[src/rtl/pwr_seq_pkg.sv]
package pwr_seq_pkg;
  typedef enum logic [2:0] {
    ST_IDLE = 3'd0,
    ST_OFF  = 3'd1,
    ST_WAIT = 3'd2,
    ST_ON   = 3'd3,
    ST_HOLD = 3'd4
  } seq_state_e;
endpackage

[src/rtl/pwr_seq_tick.sv]
module pwr_seq_tick #(
  parameter int unsigned DIV = 100_000
) (
  input  logic clk_i,
  input  logic rst_ni,
  output logic tick_o
);
  localparam int unsigned CW = (DIV > 1) ? $clog2(DIV) : 1;
  logic [CW-1:0] cnt_q;

  assign tick_o = (cnt_q == CW'(DIV - 1));

  always_ff @(posedge clk_i or negedge rst_ni) begin
    if (!rst_ni)     cnt_q <= '0;
    else if (tick_o) cnt_q <= '0;
    else             cnt_q <= cnt_q + 1'b1;
  end
endmodule

[src/rtl/pwr_seq_deb.sv]
module pwr_seq_deb #(
  parameter int unsigned TICKS = 16
) (
  input  logic clk_i,
  input  logic rst_ni,
  input  logic tick_i,
  input  logic raw_n_i,
  output logic on_o
);
  localparam int unsigned CW = $clog2(TICKS + 1);
  logic          s1_q, s2_q, lvl_q;
  logic [CW-1:0] cnt_q;

  // two-flop sync, reset to the off level
  always_ff @(posedge clk_i or negedge rst_ni) begin
    if (!rst_ni) begin
      s1_q <= 1'b1;
      s2_q <= 1'b1;
    end else begin
      s1_q <= raw_n_i;
      s2_q <= s1_q;
    end
  end

  always_ff @(posedge clk_i or negedge rst_ni) begin
    if (!rst_ni) begin
      lvl_q <= 1'b1;
      cnt_q <= '0;
    end else if (tick_i) begin
      if (s2_q == lvl_q) begin
        cnt_q <= '0;
      end else if (cnt_q == CW'(TICKS - 1)) begin
        lvl_q <= s2_q;
        cnt_q <= '0;
      end else begin
        cnt_q <= cnt_q + 1'b1;
      end
    end
  end

  assign on_o = ~lvl_q;
endmodule

[src/rtl/pwr_seq_win.sv]
module pwr_seq_win #(
  parameter int unsigned LEN = 64
) (
  input  logic clk_i,
  input  logic rst_ni,
  input  logic tick_i,
  input  logic trig_i,
  input  logic clr_i,
  output logic act_o
);
  localparam int unsigned CW = $clog2(LEN + 1);
  logic          prev_q;
  logic [CW-1:0] cnt_q;
  logic          start;

  assign start = trig_i & ~prev_q;

  always_ff @(posedge clk_i or negedge rst_ni) begin
    if (!rst_ni) prev_q <= 1'b0;
    else         prev_q <= trig_i;
  end

  always_ff @(posedge clk_i or negedge rst_ni) begin
    if (!rst_ni) begin
      act_o <= 1'b0;
      cnt_q <= '0;
    end else if (clr_i) begin
      act_o <= 1'b0;
      cnt_q <= '0;
    end else if (start) begin
      act_o <= 1'b1;
      cnt_q <= '0;
    end else if (act_o && tick_i) begin
      if (cnt_q == CW'(LEN - 1)) act_o <= 1'b0;
      else                       cnt_q <= cnt_q + 1'b1;
    end
  end
endmodule

[src/rtl/pwr_seq.sv]
module pwr_seq
  import pwr_seq_pkg::*;
#(
  parameter int unsigned N_RAILS     = 3,
  parameter int unsigned TICK_DIV    = 100_000,
  parameter int unsigned DEB_TICKS   = 16,
  parameter int unsigned PG_TICKS    = 250,
  parameter int unsigned BLANK_TICKS = 64,
  parameter int unsigned HOLD_CYC    = 250_000
) (
  input  logic               clk_i,
  input  logic               rst_ni,
  input  logic               onoff_n_i,
  input  logic               ac_ok_i,
  input  logic               vdd_ok_i,
  input  logic               fault_i,
  input  logic [N_RAILS-1:0] rail_uv_i,
  output logic               main_en_o,
  output logic               pgood_o,
  output logic               aux_blank_o,
  output logic               main_blank_o
);
  localparam int unsigned PW = $clog2(PG_TICKS + 1);
  localparam int unsigned HW = $clog2(HOLD_CYC + 1);

  logic       tick, deb_on, rails_ok, kill;
  seq_state_e st_q, st_d;
  logic [PW-1:0] pg_cnt_q;
  logic [HW-1:0] hold_cnt_q;

  pwr_seq_tick #(.DIV(TICK_DIV)) u_tick (
    .clk_i (clk_i), .rst_ni(rst_ni), .tick_o(tick)
  );

  pwr_seq_deb #(.TICKS(DEB_TICKS)) u_deb (
    .clk_i  (clk_i), .rst_ni(rst_ni), .tick_i(tick),
    .raw_n_i(onoff_n_i), .on_o(deb_on)
  );

  pwr_seq_win #(.LEN(BLANK_TICKS)) u_win_aux (
    .clk_i (clk_i), .rst_ni(rst_ni), .tick_i(tick),
    .trig_i(vdd_ok_i), .clr_i(~vdd_ok_i), .act_o(aux_blank_o)
  );

  pwr_seq_win #(.LEN(BLANK_TICKS)) u_win_main (
    .clk_i (clk_i), .rst_ni(rst_ni), .tick_i(tick),
    .trig_i(ac_ok_i & vdd_ok_i), .clr_i(~vdd_ok_i), .act_o(main_blank_o)
  );

  assign rails_ok = ~|rail_uv_i;
  assign kill     = fault_i | ~ac_ok_i;

  always_comb begin
    st_d = st_q;
    if (!vdd_ok_i) begin
      st_d = ST_IDLE;
    end else begin
      unique case (st_q)
        ST_IDLE: st_d = ST_OFF;
        ST_OFF:  if (deb_on && !kill) st_d = ST_WAIT;
        ST_WAIT: begin
          if (kill)                 st_d = ST_OFF;
          else if (!deb_on)         st_d = ST_HOLD;
          else if (rails_ok && tick && pg_cnt_q == PW'(PG_TICKS - 1))
                                    st_d = ST_ON;
        end
        ST_ON: begin
          if (kill)         st_d = ST_OFF;
          else if (!deb_on) st_d = ST_HOLD;
        end
        ST_HOLD: begin
          if (kill)                                st_d = ST_OFF;
          else if (deb_on)                         st_d = ST_WAIT;
          else if (hold_cnt_q == HW'(HOLD_CYC - 1)) st_d = ST_OFF;
        end
        default: st_d = ST_IDLE;
      endcase
    end
  end

  always_ff @(posedge clk_i or negedge rst_ni) begin
    if (!rst_ni) st_q <= ST_IDLE;
    else         st_q <= st_d;
  end

  // settle timer restarts on any undervoltage
  always_ff @(posedge clk_i or negedge rst_ni) begin
    if (!rst_ni)                           pg_cnt_q <= '0;
    else if (st_q != ST_WAIT || !rails_ok) pg_cnt_q <= '0;
    else if (tick)                         pg_cnt_q <= pg_cnt_q + 1'b1;
  end

  always_ff @(posedge clk_i or negedge rst_ni) begin
    if (!rst_ni)              hold_cnt_q <= '0;
    else if (st_q != ST_HOLD) hold_cnt_q <= '0;
    else                      hold_cnt_q <= hold_cnt_q + 1'b1;
  end

  assign main_en_o = (st_q == ST_WAIT) || (st_q == ST_ON) || (st_q == ST_HOLD);
  assign pgood_o   = (st_q == ST_ON) && deb_on;
endmodule

[config.mk]
export PLATFORM = sky130hd
export DESIGN_NAME = pwr_seq
export DESIGN_NICKNAME = d
export VERILOG_FILES = /design/src/rtl/pwr_seq_pkg.sv /design/src/rtl/pwr_seq_tick.sv /design/src/rtl/pwr_seq_deb.sv /design/src/rtl/pwr_seq_win.sv /design/src/rtl/pwr_seq.sv
export SDC_FILE = /design/constraint.sdc
export NUM_CORES = 1
export LEC_CHECK = 0
export BUFFER_PORTS_ARGS = -buffer_cell sky130_fd_sc_hd__buf_2
export CORE_ASPECT_RATIO = 0.5
export CORE_MARGIN = 5
export CORE_UTILIZATION = 60
export DETAILED_ROUTE_END_ITERATION = 6
export GPL_TIMING_DRIVEN = 0
export PLACE_DENSITY_LB_ADDON = 0.05
export SLEW_MARGIN = 40
export SYNTH_ARGS = -nofsm -noshare
export SYNTH_HDL_FRONTEND = slang
export SYNTH_SLANG_ARGS = --single-unit
[constraint.sdc]
create_clock -name clk_i -period 4.3 [get_ports clk_i]
set_input_delay 0.43 -clock clk_i [delete_from_list [all_inputs] [get_ports clk_i]]
set_output_delay 0.43 -clock clk_i [all_outputs]
set_load 0.01 [all_outputs]
* Yosys cells after proc, flatten, opt, wreduce, memory -nomap -nowiden
Cells that the tools add are included.
** Storage, ports and cells
- Register bits :: 72
- Latch bits :: 0
- Memory bits (writable) :: 0
- Bits in read-only memories :: 0
- Bits of input ports :: 9
- Logic and storage cells :: 105
- Memories :: 0
** Cells by class
- Add/sub/neg operators :: 6
- Multiply operators :: 0
- Div/mod/pow operators :: 0
- Order comparisons :: 0
- Eq/ne operators :: 23
- Shifts and indexed selects :: 0
- Muxes and demuxes :: 33
- Bitwise logic cells :: 9
- Reduce and logical (&&, ||, !) cells :: 20
** Operator list (count)
- $mux 7 :: 8
- $mux 3 :: 10
- $add 18x1->18 const B :: 1
- $eq 18x18->1 const B :: 1
- $mux 18 :: 1
- $add 17x1->17 const B :: 1
- $eq 17x17->1 const B :: 1
- $mux 17 :: 1
- $mux 8 :: 2
- $pmux 3 s5 :: 1
- $add 7x1->7 const B :: 2
- $eq 7x6->1 const B :: 2
- $ne 3x1->1 const B :: 4
- $mux 5 :: 2
- $ne 3x2->1 const B :: 3
- $add 8x1->8 const B :: 1
- $eq 8x8->1 const B :: 1
- $mux 1 :: 8
- $reduce_and 2->1 :: 4
- $eq 3x2->1 const B :: 2
- $logic_and 1x1->1 :: 6
- $ne 3x3->1 const B :: 2
- $add 5x1->5 const B :: 1
- $eq 5x4->1 const B :: 1
- other kinds (16) :: 25

* Logic depth before layout (Yosys ltp)
Gate-level depths: netlist of the first run.
- Depth in word-level cells :: 9
- Depth in mapped cells :: 7

* Cells and area by module
From an unflattened synthesis of the first run, not the netlist that was laid out.
** Second synthesis, totals
- Cells, all modules :: 369
- Area total of the unflattened synthesis :: 3727.3 um^2
** By module, submodules not included
- pwr_seq :: times used 1, cells each 167, area an instance 1586.5 um^2
- pwr_seq_win :: times used 2, cells each 48, area an instance 483.0 um^2
- pwr_seq_tick :: times used 1, cells each 74, area an instance 793.3 um^2
- pwr_seq_deb :: times used 1, cells each 32, area an instance 381.6 um^2

* Worst setup path before layout of the first run
No wires, ideal clock.
- Path type :: register -> register
- From :: register u_tick.cnt_q[13]
- To :: register pg_cnt_q[5]
- Arrival time :: 2178 ps
- Path slack :: 2044 ps
- Cell stages (with the launch flop) :: 6
- Buffers on the path :: 1
- Path through :: dfrtp_1 > or4b_4 > or4_4 > buf_6 > or4_1 > a21oi_1
** On the way
- Word-level cells in the longest chain between the ends :: 2
** RTL lines
- start: declaration :: RTL line pwr_seq_tick.sv:9 : logic [CW-1:0] cnt_q;
- start signal: assignment :: RTL line pwr_seq_tick.sv:16 : else cnt_q <= cnt_q + 1'b1;
- $eq 17x17->1 :: RTL line pwr_seq_tick.sv:11 : assign tick_o = (cnt_q == CW'(DIV - 1));
- $reduce_bool 2->1 (no line)
- end signal: assignment :: RTL line pwr_seq.sv:90 : else if (tick) pg_cnt_q <= pg_cnt_q + 1'b1;
- end: declaration :: RTL line pwr_seq.sv:28 : logic [PW-1:0] pg_cnt_q;
No other way between the ends.
A chain may end at the register's enable or synchronous reset.

* Worst setup path after layout of the first run
- From :: register u_tick.cnt_q[0]
- To :: register pg_cnt_q[0]
Same word-level chain as after synthesis.

==> flow_summary.yaml, run 1 <==
outcome:
  status: "finished clean"
sta:
  finalCritPeriodShare_pct: 63.2
  fin_skew_ps: 4.26
  hold-worst-slack_ps: 194
  worstMarginPinSlew_ps: 691
  fmax_ghz: 0.368
  period_minus_slack_ps: 2720
  finalSetupViolations: 0
  fin_setup_tns_ps: 0
  rsz0062_at_grt: "false"
  setup_ws_ps: 1580
  finalMaxSlewViolations: 0
  hold_viol_final: 0
  slew_headroom_pct: 53.5
final_layout:
  drive_gt1_share_pct: 10.2
  fillCellCount: 412
  nets: 403
  utilization_pct: 72.3
  area_growth_pct: 13.9
  antenna_cells: 0
  multi_input_area_um2: 1670
  seqCellArea_um2: 1810
synth:
  synthArstFlopShare_pct: 100
  yosys_most_used_dff: "dfrtp_1"
  synth.cell_area_um2: 3580
  synth_edf_count: 0
  postSynthAreaPerCell_um2: 9.88
  synth_seq_area_share_pct: 50.5
  syn-num-nets: 378
  post-synth-top-count-cell: "dfrtp_1"
  yosys_register_bits: 72
  synthCells: 362
  synth.top_cell.area_share_pct: 48.3
  synth_top_area_cell: "dfrtp_1"
  synthTopCellsByCount: "dfrtp_1, nor2_1, nand2_1"
  synth_area_leaders: "dfrtp_1, xnor2_1, nand3_1, o31ai_1, a21oi_1"
  yosysUniqueCellTypes: 48
  synth-warning-count: 0
floorplanning:
  dieArea_um2: 7700
  die_h_um: 64.6
  core_um2: 5630
  die_width_um: 119
  pin_count: 13
  rows: 19
  initial_utilization_pct: 63.5
route:
  drt_iter0_drc: 225
  wire_per_inst_um: 16.4
  num_vias: 2926
  drc: 0
  first_pass_iters: 4
  detail-route-antenna-nets: 0
  vias_per_cell: 6.29
  routed_wl_mm: 7.64
setup_path:
  end_kind: "flip-flop"
  arrival_ps: 2980
  required_ps: 4560
  crit_fanout: 10
  ff2ff_path_depth: 7
  path_cells: "ha_1, nand4_1, or4_4, clkbuf_1, clkbuf_1, xor2_1, nor2_1"
  path_class: "flip-flop to flip-flop"
  cpLargestDelayFamily: "simple AND/OR/NAND/NOR gates"
  worst_r2r_endpoint: "pg_cnt_q[0]"
  cp_slowest_cell: "or4_4"
  start_kind: "flip-flop"
  cpMostUsedCell: "clkbuf_1"
  max_stage_delay_ps: 720
  r2r_slack_ps: 1580
  reg2reg_from: "u_tick.cnt_q[0]"
  crit_buf_inv: 2
power:
  p_per_area_nw_per_um2: 363
  p_leak_uw: 0.00161
  ir_worst_vdd_mv: 0.286
cts:
  cts_resized: 0
  htreeDepth: 3
  clk_latency_ps: 340
  postCtsSetupRepairBufs: 0
  cts_root_buf: "clkbuf_16"
  clockBufferDepth: 2
  cts.clk_slew.worst_paths_ps: 50
  hold_buffers: 1
  cts_tree: "yes"
  clock_sinks: 72
  cts_buffers: 9
placed_design:
  pre_cts_ws_ps: 1650
  dp_hpwl_mm: 5.20
  gp_congestion: 0.806
  io_buffers: 12
global_route:
  grt_usage_pct: 21.7
  grt_pass1_vias: 2940
  grt_first_pass_wirelength_mm: 13.3
  gr-total-overflow: 0
  antenna_found_initial: 0
  grt_max_degree: 51
worst_hold_path:
  hold_path_depth: 1
  min_path_type: "input port to flip-flop"
  hold_start: "onoff_n_i"
  hold_end: "u_deb.s1_q"
run:
  max-cap-violations: 0
registers in the layout, summed over array words and instances, names as in the netlist, 3 cells and up:
signal	flops
hold_cnt_q	18
pg_cnt_q	8
st_q	3
u_deb.cnt_q	5
u_tick.cnt_q	17
u_win_aux.cnt_q	7
u_win_main.cnt_q	7
per-layer routing:
metal	part of all wire, %	routed length [µm]	vias to the layer above	global-route usage [%]
met5	0	0	-	0
met4	2.1	162	0	10.2
met3	5.3	408	19	6.69
met2	48	3640	82	36.1
met1	45	3430	1433	26.2
li1	-	-	1392	-
cells by family after synthesis:
kind of cell	share of synthesized area (%)
buffers and inverters	2.73
AOI/OAI and AO/OA	11.4
xor gates and xnor gates	6.12
and+or+nand+nor	26.2
muxes	0.595
adders and majority gates	2.45
DFF	50.5
power by group:
part / switching [µW] / leakage (µW) / internal [µW] / total, µW
clock: 271 / 0.000150 / 479 / 750
combinational: 26.7 / 0.000487 / 13.2 / 39.9
sequential: 4.31 / 0.000973 / 683 / 687
total: 302 / 0.00161 / 1170 / 1480
layout by cell type, fill, tap and decap left out, types with 8 or more instances in the layout:
cell       count
xnor2_1       18
nand4_1       11
nor3_1        11
buf_2         11
dfrtp_1       69
a21oi_1       23
clkbuf_1      11
nand3_1       24
inv_1         14
nand2_1       27
o21ai_0       15
clkbuf_16      9
or3_1          8
o31ai_1       16
nor2_1        28
or4_1         14
layout make-up:
cell class / count / share of cell area (%)
Buffer: 10 / 1.11
Clock buffer: 13 / 6.39
Clock inverter: 3 / 0.983
Inverter: 14 / 1.29
Multi-Input combinational cell: 266 / 41.1
Sequential cell: 72 / 44.3
Tap cell: 73 / 2.24
Timing Repair Buffer: 14 / 2.55
worst max path at each step:
stage	to	slack, ps	start	depth (start not counted)
2_1_floorplan	pg_cnt_q[5]	2040	u_tick.cnt_q[13]	5
3_3_place_gp	pg_cnt_q[0]	1720	u_tick.cnt_q[0]	7
3_5_place_dp	u_win_aux.cnt_q[3]	1650	u_tick.cnt_q[0]	7
4_1_cts	pg_cnt_q[0]	1590	u_tick.cnt_q[0]	7
5_1_grt	u_win_aux.cnt_q[3]	1420	u_tick.cnt_q[0]	7
6_report	pg_cnt_q[0]	1580	u_tick.cnt_q[0]	7
per-stage QoR:
stage	power [µW]	cell area, µm²	instances
2_1_floorplan	711	3580	362
3_3_place_gp	733	3730	447
3_5_place_dp	739	3760	448
4_1_cts	1490	4070	465
5_1_grt	1530	4070	465
6_report	1480	4070	465
No activity file was read; power rests on OpenSTA's default activity.
==> run 2, diff against run 1 <==
==> constraint.sdc (replaced) <==
create_clock -name clk_i -period 2.6 [get_ports clk_i]
set_input_delay 0.26 -clock clk_i [delete_from_list [all_inputs] [get_ports clk_i]]
set_output_delay 0.26 -clock clk_i [all_outputs]
set_load 0.01 [all_outputs]
==> run 2 against run 1 <==
Compared with the run above:
- non-clock buffer count grew 2
- flip-flop and latch count unchanged
- setup slack lost 1500 ps
- clock power increased by 65%
- clock skew increased by 1.3 ps
- routed wire length rose by 1.2%
- hold slack worse by 170 ps
- critical path depth down 2
- critical path type unchanged
- largest cell class unchanged
- largest power group unchanged
==> flow_summary.yaml, run 2 (synthesis results as in run 1) <==
worst_hold_path:
  min_path_type: "input port to flip-flop"
power:
  p_per_area_nw_per_um2: 598
  p_leak_uw: 0.00162
  ir_worst_vdd_mv: 0.473
cts:
  htreeDepth: 3
  clock_sinks: 72
  clk_latency_ps: 340
  clockBufferDepth: 2
  cts_buffers: 9
  cts.clk_slew.worst_paths_ps: 60
  cts_tree: "yes"
  cts_root_buf: "clkbuf_16"
sta:
  hold-worst-slack_ps: 24.7
  hold_viol_final: 0
  finalSetupViolations: 0
  finalCritPeriodShare_pct: 96.0
  finalMaxSlewViolations: 0
  fin_skew_ps: 5.57
  fin_setup_tns_ps: 0
  period_minus_slack_ps: 2500
  setup_ws_ps: 103
  rsz0062_at_grt: "false"
  worstMarginPinSlew_ps: 704
  slew_headroom_pct: 52.7
  fmax_ghz: 0.400
floorplanning:
  die_width_um: 119
  rows: 19
  dieArea_um2: 7700
  initial_utilization_pct: 63.5
  core_um2: 5630
  pin_count: 13
  die_h_um: 64.6
run:
  max-cap-violations: 0
final_layout:
  final_common_cell: "dfrtp_1"
  utilization_pct: 72.6
  final_cell_mix: "dfrtp_1, nor2_1, nand2_1"
  area_growth_pct: 14.3
  antenna_cells: 0
  reg_top3: "hold_cnt_q (18), u_tick.cnt_q (17), pg_cnt_q (8)"
  nets: 405
  largest_reg_flops: 18
  finalNonFillerCells: 467
  drive_gt1_share_pct: 10.9
  registers.top_by_ff_count: "hold_cnt_q"
setup_path:
  required_ps: 2830
  path_class: "flip-flop to flip-flop"
  start_kind: "flip-flop"
  crit_fanout: 10
  end_kind: "flip-flop"
  arrival_ps: 2720
  r2r_slack_ps: 100
route:
  detail-route-antenna-nets: 0
  vias_per_cell: 6.28
  drc: 0
  wire_per_inst_um: 16.5
  drt_iter0_drc: 194
  first_pass_iters: 4
  num_vias: 2931
  routed_wl_mm: 7.73
placed_design:
  post-place-cells: 448
  gp_congestion: 0.806
  pre_cts_ws_ps: -53.5
  io_buffers: 12
  dp_hpwl_mm: 5.20
global_route:
  grt_first_pass_wirelength_mm: 13.4
  grt_max_degree: 51
  grt_pass1_vias: 2950
  grt_usage_pct: 22.0
  gr-total-overflow: 0
  antenna_found_initial: 0
outcome:
  status: "finished clean"
==> run 2: cell count changes in the layout (fill, tap and decap cells not counted), sizes merged <==
| cell | before | now |
|---|---|---|
| buf | 14 | 17 |
| clkbuf | 22 | 21 |
==> run 2: repair_timing <==
action	in CTS	in global routing
endpoints found under the setup margin	12	6
buffers inserted	2	0
endpoints found under the hold margin	22	0
pin swaps	0	0
hold buffers	1	0
resized for setup	0	3
==> run 2: worst max-delay path, cell delays in order (launching register included) <==
cell      delay [ps]
dfrtp_1          430
or4b_4           550
nor4_1           470
clkbuf_1         530
o21ai_0          190
a21o_1           210
==> run 2: worst paths after layout <==
path | startpoint | end | cells past startpoint
hold / removal | onoff_n_i | u_deb.s1_q | 1
setup reg to reg | u_tick.cnt_q[13] | u_deb.cnt_q[2] | 5
hold reg to reg | u_deb.s1_q | u_deb.s2_q | 0
max in group asynchronous | rst_ni | u_deb.lvl_q | 3
min in group asynchronous | rst_ni | u_win_main.cnt_q[3] | 2
setup / recovery | u_tick.cnt_q[13] | u_deb.cnt_q[2] | 5
==> run 2: routing by layer <==
metal	track usage (%)	wire, µm
met3	6.60	459
met5	0	0
met1	26.4	3380
met4	10.1	165
met2	37.1	3720
==> run 2: final cells by class <==
type                       count  area, µm²
sequential                    72       1810
fill                         415       1550
tap                           73       91.3
inverter                      14       52.6
buffer                        10       46.3
clock inverter                 3       40.0
timing repair buffer          16        119
clock buffer                  13        260
multi-input combinational    266       1670
==> run 2: power by group <==
| group | leakage [µW] | switching, µW | internal (µW) | total, µW |
|---|---|---|---|---|
| clock network | 0.000150 | 450 | 792 | 1240 |
| logic | 0.000496 | 44.0 | 21.9 | 65.9 |
| registers | 0.000973 | 7.11 | 1130 | 1140 |
| total | 0.00162 | 501 | 1940 | 2440 |
==> run 2: stage by stage <==
stage | total power (µW) | instance area, µm²
2_1_floorplan | 1180 | 3580
3_3_place_gp | 1210 | 3730
3_5_place_dp | 1220 | 3760
4_1_cts | 2470 | 4090
5_1_grt | 2540 | 4090
6_report | 2440 | 4090
